==> src/rtl/trig_pkg.sv <==
package trig_pkg;

    localparam int FIFO_DEPTH_DEF = 128;
    localparam logic [7:0] UNLOCK_VAL = 8'hBF;

    localparam logic [2:0] ADDR_TRIG = 3'd0;
    localparam logic [2:0] ADDR_FEAT = 3'd1;
    localparam logic [2:0] ADDR_FCTL = 3'd2;
    localparam logic [2:0] ADDR_LINE = 3'd3;

    typedef enum logic [1:0] {
        TBL_SMALL = 2'b00,
        TBL_MID   = 2'b01,
        TBL_WIDE  = 2'b10,
        TBL_USER  = 2'b11
    } trig_tbl_e;

    typedef struct packed {
        logic      dir_tx;
        trig_tbl_e tbl;
    } feat_s;

    typedef struct packed {
        logic [1:0] rx_code;
        logic [1:0] tx_code;
    } lvl_s;

    // Fixed-table lookup: level in bytes for a table and a 2-bit code.
    function automatic logic [7:0] fixed_level(trig_tbl_e t, logic [1:0] c);
        logic [7:0] v;
        unique case (t)
            TBL_SMALL: begin
                unique case (c)
                    2'b00: v = 8'd1;
                    2'b01: v = 8'd4;
                    2'b10: v = 8'd8;
                    default: v = 8'd14;
                endcase
            end
            TBL_MID: begin
                unique case (c)
                    2'b00: v = 8'd8;
                    2'b01: v = 8'd16;
                    2'b10: v = 8'd24;
                    default: v = 8'd28;
                endcase
            end
            TBL_WIDE: begin
                unique case (c)
                    2'b00: v = 8'd8;
                    2'b01: v = 8'd16;
                    2'b10: v = 8'd56;
                    default: v = 8'd60;
                endcase
            end
            default: v = 8'd0;
        endcase
        return v;
    endfunction

endpackage

==> src/rtl/trig_regfile.sv <==
module trig_regfile
    import trig_pkg::*;
#(
    parameter int DEPTH  = FIFO_DEPTH_DEF,
    parameter int CNT_W  = $clog2(DEPTH + 1),
    parameter int ADDR_W = 3,
    parameter int DATA_W = 8
) (
    input  logic              clk,
    input  logic              rst,
    input  logic              wr_en,
    input  logic [ADDR_W-1:0] wr_addr,
    input  logic [DATA_W-1:0] wr_data,
    output feat_s             feat,
    output lvl_s              lvl,
    output logic [CNT_W-1:0]  user_rx,
    output logic [CNT_W-1:0]  user_tx
);
    localparam logic [CNT_W-1:0] USER_MIN = CNT_W'(1);
    localparam logic [CNT_W-1:0] USER_MAX = CNT_W'(DEPTH);

    logic [DATA_W-1:0] line_q;
    feat_s             feat_q;
    lvl_s              lvl_q;
    logic [CNT_W-1:0]  user_rx_q, user_tx_q;
    logic              unlocked;
    logic              we_line, we_fctl, we_feat, we_trig;
    logic [CNT_W-1:0]  trig_sat;

    assign unlocked = (line_q == DATA_W'(UNLOCK_VAL));
    assign we_line  = wr_en && (wr_addr == ADDR_W'(ADDR_LINE));
    assign we_fctl  = wr_en && (wr_addr == ADDR_W'(ADDR_FCTL)) && !unlocked;
    assign we_feat  = wr_en && (wr_addr == ADDR_W'(ADDR_FEAT)) &&  unlocked;
    assign we_trig  = wr_en && (wr_addr == ADDR_W'(ADDR_TRIG)) &&  unlocked;

    // Clamp the user byte into 1..DEPTH.
    always_comb begin
        if (wr_data == '0)
            trig_sat = USER_MIN;
        else if (int'(wr_data) > DEPTH)
            trig_sat = USER_MAX;
        else
            trig_sat = CNT_W'(wr_data);
    end

    always_ff @(posedge clk) begin
        if (rst) begin
            line_q    <= '0;
            feat_q    <= '{dir_tx: 1'b0, tbl: TBL_SMALL};
            lvl_q     <= '{rx_code: 2'b00, tx_code: 2'b00};
            user_rx_q <= USER_MIN;
            user_tx_q <= USER_MIN;
        end else begin
            if (we_line)
                line_q <= wr_data;
            if (we_fctl)
                lvl_q <= '{rx_code: wr_data[7:6], tx_code: wr_data[5:4]};
            if (we_feat)
                feat_q <= '{dir_tx: wr_data[7], tbl: trig_tbl_e'(wr_data[5:4])};
            if (we_trig) begin
                if (feat_q.dir_tx)
                    user_tx_q <= trig_sat;
                else
                    user_rx_q <= trig_sat;
            end
        end
    end

    assign feat    = feat_q;
    assign lvl     = lvl_q;
    assign user_rx = user_rx_q;
    assign user_tx = user_tx_q;

    assert_gate_feat_R7: assert property (@(posedge clk) disable iff (rst)
        (wr_en && wr_addr == ADDR_W'(ADDR_FEAT) && line_q != DATA_W'(UNLOCK_VAL))
        |=> $stable(feat_q));

    assert_gate_fctl_R7: assert property (@(posedge clk) disable iff (rst)
        (wr_en && wr_addr == ADDR_W'(ADDR_FCTL) && line_q == DATA_W'(UNLOCK_VAL))
        |=> $stable(lvl_q));

    assert_steer_rx_R6: assert property (@(posedge clk) disable iff (rst)
        (we_trig && !feat_q.dir_tx) |=> $stable(user_tx_q));

    assert_steer_tx_R6: assert property (@(posedge clk) disable iff (rst)
        (we_trig && feat_q.dir_tx) |=> $stable(user_rx_q));

    assert_user_range_R10: assert property (@(posedge clk) disable iff (rst)
        (user_rx_q >= USER_MIN && user_rx_q <= USER_MAX &&
         user_tx_q >= USER_MIN && user_tx_q <= USER_MAX));

endmodule

==> src/rtl/trig_resolve.sv <==
module trig_resolve
    import trig_pkg::*;
#(
    parameter int DEPTH = FIFO_DEPTH_DEF,
    parameter int CNT_W = $clog2(DEPTH + 1)
) (
    input  logic             clk,
    input  logic             rst,
    input  feat_s            feat,
    input  lvl_s             lvl,
    input  logic [CNT_W-1:0] user_rx,
    input  logic [CNT_W-1:0] user_tx,
    output logic [CNT_W-1:0] thr_rx,
    output logic [CNT_W-1:0] thr_tx
);
    localparam int NDIR = 2;

    logic [1:0]       code_a [NDIR];
    logic [CNT_W-1:0] user_a [NDIR];
    logic [CNT_W-1:0] thr_a  [NDIR];

    assign code_a[0] = lvl.rx_code;
    assign code_a[1] = lvl.tx_code;
    assign user_a[0] = user_rx;
    assign user_a[1] = user_tx;

    for (genvar d = 0; d < NDIR; d++) begin : g_dir
        always_comb begin
            if (feat.tbl == TBL_USER)
                thr_a[d] = user_a[d];
            else
                thr_a[d] = CNT_W'(fixed_level(feat.tbl, code_a[d]));
        end

        assert_thr_nonzero_R10: assert property (@(posedge clk) disable iff (rst)
            thr_a[d] != '0);

        assert_user_ignores_code_R5: assert property (@(posedge clk) disable iff (rst)
            (feat.tbl == TBL_USER && $stable(feat) && $stable(user_a[d]))
            |-> $stable(thr_a[d]));
    end

    assign thr_rx = thr_a[0];
    assign thr_tx = thr_a[1];

endmodule

==> src/rtl/trig_compare.sv <==
module trig_compare #(
    parameter int DEPTH = 128,
    parameter int CNT_W = $clog2(DEPTH + 1),
    parameter bit DRAIN = 1'b0
) (
    input  logic             clk,
    input  logic             rst,
    input  logic [CNT_W-1:0] count,
    input  logic [CNT_W-1:0] thr,
    output logic             irq
);
    if (DRAIN) begin : g_drain
        assign irq = (count <= thr);

        assert_empty_fires_R9: assert property (@(posedge clk) disable iff (rst)
            (count == '0) |-> irq);
    end else begin : g_fill
        assign irq = (count >= thr);

        assert_full_fires_R8: assert property (@(posedge clk) disable iff (rst)
            (count >= CNT_W'(DEPTH)) |-> irq);

        assert_rearm_R8: assert property (@(posedge clk) disable iff (rst)
            (!irq && $stable(thr) && count > $past(count) && count >= thr) |-> irq);
    end

endmodule

==> src/rtl/trig_level_irq.sv <==
module trig_level_irq
    import trig_pkg::*;
#(
    parameter int DEPTH  = FIFO_DEPTH_DEF,
    parameter int CNT_W  = $clog2(DEPTH + 1),
    parameter int ADDR_W = 3,
    parameter int DATA_W = 8
) (
    input  logic              clk,
    input  logic              rst,
    input  logic              wr_en,
    input  logic [ADDR_W-1:0] wr_addr,
    input  logic [DATA_W-1:0] wr_data,
    input  logic [CNT_W-1:0]  rx_count,
    input  logic [CNT_W-1:0]  tx_count,
    output logic              rx_irq,
    output logic              tx_irq
);
    feat_s            feat;
    lvl_s             lvl;
    logic [CNT_W-1:0] user_rx, user_tx;
    logic [CNT_W-1:0] thr_rx, thr_tx;

    trig_regfile #(.DEPTH(DEPTH), .CNT_W(CNT_W), .ADDR_W(ADDR_W), .DATA_W(DATA_W)) u_regs (
        .clk     (clk),
        .rst     (rst),
        .wr_en   (wr_en),
        .wr_addr (wr_addr),
        .wr_data (wr_data),
        .feat    (feat),
        .lvl     (lvl),
        .user_rx (user_rx),
        .user_tx (user_tx)
    );

    trig_resolve #(.DEPTH(DEPTH), .CNT_W(CNT_W)) u_resolve (
        .clk     (clk),
        .rst     (rst),
        .feat    (feat),
        .lvl     (lvl),
        .user_rx (user_rx),
        .user_tx (user_tx),
        .thr_rx  (thr_rx),
        .thr_tx  (thr_tx)
    );

    trig_compare #(.DEPTH(DEPTH), .CNT_W(CNT_W), .DRAIN(1'b0)) u_cmp_rx (
        .clk   (clk),
        .rst   (rst),
        .count (rx_count),
        .thr   (thr_rx),
        .irq   (rx_irq)
    );

    trig_compare #(.DEPTH(DEPTH), .CNT_W(CNT_W), .DRAIN(1'b1)) u_cmp_tx (
        .clk   (clk),
        .rst   (rst),
        .count (tx_count),
        .thr   (thr_tx),
        .irq   (tx_irq)
    );

    assert_reset_table_R1: assert property (@(posedge clk)
        rst |=> (feat.tbl == TBL_SMALL && lvl.rx_code == 2'b00 && lvl.tx_code == 2'b00));

    assert_no_write_stable_R11: assert property (@(posedge clk) disable iff (rst)
        !wr_en |=> ($stable(thr_rx) && $stable(thr_tx)));

endmodule

==> config.mk <==
export PLATFORM = sky130hd
export DESIGN_NAME = trig_level_irq
export DESIGN_NICKNAME = d
export VERILOG_FILES = /design/src/rtl/trig_pkg.sv /design/src/rtl/trig_regfile.sv /design/src/rtl/trig_resolve.sv /design/src/rtl/trig_compare.sv /design/src/rtl/trig_level_irq.sv
export SDC_FILE = /design/constraint.sdc
export NUM_CORES = 1
export LEC_CHECK = 0
export ABC_AREA = 1
export BUFFER_PORTS_ARGS = -buffer_cell sky130_fd_sc_hd__buf_4
export CORE_MARGIN = 2
export CORE_UTILIZATION = 53
export CTS_BUF_LIST = sky130_fd_sc_hd__clkbuf_8
export CTS_CLUSTER_DIAMETER = 50
export DETAILED_ROUTE_END_ITERATION = 10
export PLACE_DENSITY = 0.84
export SYNTH_ARGS = -nofsm -noshare
export SYNTH_HDL_FRONTEND = slang
export SYNTH_HIERARCHICAL = 1
export SYNTH_SLANG_ARGS = --single-unit
==> constraint.sdc <==
create_clock -name clk -period 1.4 [get_ports clk]
set_input_delay 0.14 -clock clk [delete_from_list [all_inputs] [get_ports clk]]
set_output_delay 0.14 -clock clk [all_outputs]
set_load 0.02 [all_outputs]
==> flow_summary.json <==
{
  "place_inst": 423,
  "place.port_buffers": 31,
  "synth_seq_cells": 31,
  "grt_overflow": 0,
  "maxSlewViolCount": 0,
  "violations": "setup timing",
  "io_pins": 32,
  "rsz0062_at_grt": "yes",
  "avgSynthCellArea_um2": 6.227,
  "core_um2": 3914,
  "min-delay-path-class": "in2reg",
  "vias": 2194,
  "syn_nets": 387,
  "clk_pin_slew_worst_paths_ns": 0.06,
  "antenna_found_initial": 0,
  "ff_latch_area_um2": 628.1,
  "syn-cell-area_um2": 2123,
  "track_usage_pct": 22.92,
  "die_w_um": 67.30,
  "ys_seq_area_share_pct": 29.23,
  "die_area_um2": 4529,
  "syn_inst": 341,
  "timing.fmax_mhz": 477.9,
  "cap_violations": 0,
  "start_kind": "register",
  "clock-root-buffer": "clkbuf_8",
  "drcViolationCount": 0,
  "cts.sink_count": 31,
  "hold_viol": 0,
  "max_slew.worst_pin.slew_ns": 0.2803,
  "final.setup.tns_ns": -1.342,
  "holdPathStages": 3,
  "grt_pass1_wl_mm": 7.838,
  "via_per_inst": 5.067,
  "clk_path_buf_depth": 2,
  "wl_mm": 5.246,
  "fp.dieH_um": 67.30,
  "cts_setup_buffers": 0,
  "drt_iter0_drc": 116,
  "period_needed_ns": 2.093,
  "cts_buffers": 5,
  "final_cells": 433,
  "leakage_nw": 1.340,
  "fillers": 337,
  "worst_hold_slack_ns": 0.1524,
  "grt_max_degree": 32,
  "dp_slack_ns": -0.3575,
  "rows": 23,
  "final_common_cell": "nand2_1",
  "layout_setup_ws_ns": -0.6926,
  "path_max_fanout": 7,
  "fin_skew_ns": 0.001917,
  "vdd_drop_max_v": 0.0006838,
  "multi_input_area_um2": 1391,
  "relSlewSlack_pct": 81.31,
  "r2r_cells": 7,
  "setup_viol": 2,
  "cts_tree": "built",
  "dpl.hpwl_mm": 3.565,
  "place.gp.congestion": 0.8924,
  "clk_latency_ns": 0.28,
  "wl_per_cell_um": 12.12,
  "grt_pass1_vias": 1971,
  "finalCritPeriodShare_pct": 149.5,
  "ys_types": 24,
  "start_util_pct": 54.25,
  "cts_hold_buf": 0,
  "layout_common_cells": "nand2_1 (81), inv_1 (62), nor2_1 (58), buf_4 (36), dfxtp_1 (29)",
  "synth_warnings": 6,
  "drive_above_1_share_pct": 25.07,
  "num-nets-final": 428,
  "num_antenna_cells": 0,
  "crit_arrival_ns": 1.95,
  "critPathKind": "reg2out",
  "cts_max_level": 2,
  "status": "complete, but fails checks",
  "required_ns": 1.26,
  "postRouteAntennaNets": 0,
  "cp-end-kind": "output pin",
  "dr.pass1.iters": 4,
  "powerDensity_nw_per_um2": 675.3,
  "areaGrowthSynthToFinish_pct": 29.46
}
-- sequential cells by signal, summed over array words and instances, names as in the netlist --
signal,flops
u_regs/line_q,8
u_regs/user_tx,8
u_regs/lvl,4
u_regs/user_rx,8
u_regs/feat,3
-- final timing paths --
path / startpoint / endpoint / slack, ns
min: wr_data[5] / u_regs/feat[1] / 0.15
min reg2reg: u_regs/line_q[2] / u_regs/line_q[2] / 0.44
max: u_regs/feat[0] / rx_irq / -0.69
max reg2reg: u_regs/line_q[4] / u_regs/feat[0] / 0.08
-- worst max-delay path, cell delays in order (launching register included) --
cell and delay (ns):
dfxtp_4 0.44, nand2_8 0.11, inv_8 0.07, nand2_1 0.04
o21ai_1 0.07, inv_1 0.08, ha_4 0.26, a21oi_2 0.17
nor2_1 0.09, nor2_4 0.09, nand3_2 0.10, buf_6 0.14
-- logic make-up after synthesis --
group                      Yosys count  synth area share [%]
buffers and inverters               76                 14.73
AOI/OAI and AO/OA                   38                 9.782
and+or+nand+nor                    180                 36.83
adders and majority gates           16                 9.428
DFF                                 31                 29.23
-- power breakdown --
group          switching [mW]  internal (mW)  leakage, nW  total (mW)
logic                   0.169          0.152         1.04       0.321
clock network           0.307          0.330       0.0444       0.638
registers             0.00702          0.891        0.252       0.898
-- synthesized netlist by cell type --
cell type	count	area (um2)
nand2_2	3	18.77
nor2_2	4	25.02
buf_6	3	33.78
o21ai_2	2	17.52
nor2_4	2	22.52
a21oi_2	1	8.760
buf_2	4	20.02
nor3_1	1	5.000
ha_1	16	200.2
clkbuf_1	1	3.750
nand3_1	10	50.05
a21o_1	1	7.510
inv_2	2	7.510
o21ai_0	20	100.1
a21o_2	1	8.760
dfxtp_1	31	620.6
nor2_1	62	232.7
a21oi_1	13	65.06
nand4_4	1	21.27
nand4_1	7	43.79
nand4_2	1	12.51
nand2_1	88	330.3
inv_1	66	247.7
nor2_8	1	20.02
-- cell type report --
| class | instances | share of cell area, % |
|---|---|---|
| inverters | 68 | 9.649 |
| well taps | 50 | 2.276 |
| repair inverters | 1 | 0.2276 |
| clock inverters | 3 | 0.4096 |
| flip-flops and latches | 31 | 22.85 |
| clock buffers | 5 | 2.503 |
| repair buffers | 40 | 11.47 |
| multi-input cells | 235 | 50.61 |
-- what timing repair did --
action | 4_1_cts | 5_1_grt
pin swaps | 9 | 10
cloned | 1 | 1
resized for setup | 13 | 25
endpoints found under the setup margin | 2 | 5
-- per-layer routing --
metal | part of all wire, % | wire length (um) | track usage (%)
met5 | 0 | 0 | 0
met4 | 1.7 | 91 | 8.163
met3 | 4.3 | 226 | 5.167
met2 | 54 | 2848 | 43.19
met1 | 40 | 2080 | 24.87
-- through the flow --
step / power [mW] / area, um2 / util, %
floorplan: 1.070 / 2161 / -
global placement: 1.178 / 2466 / 63.01
detailed placement: 1.188 / 2466 / 63.01
CTS: 1.842 / 2616 / 66.85
global route: 1.955 / 2749 / 70.24
finish: 1.856 / 2749 / 70.24
(Power assumes the default switching activity.)
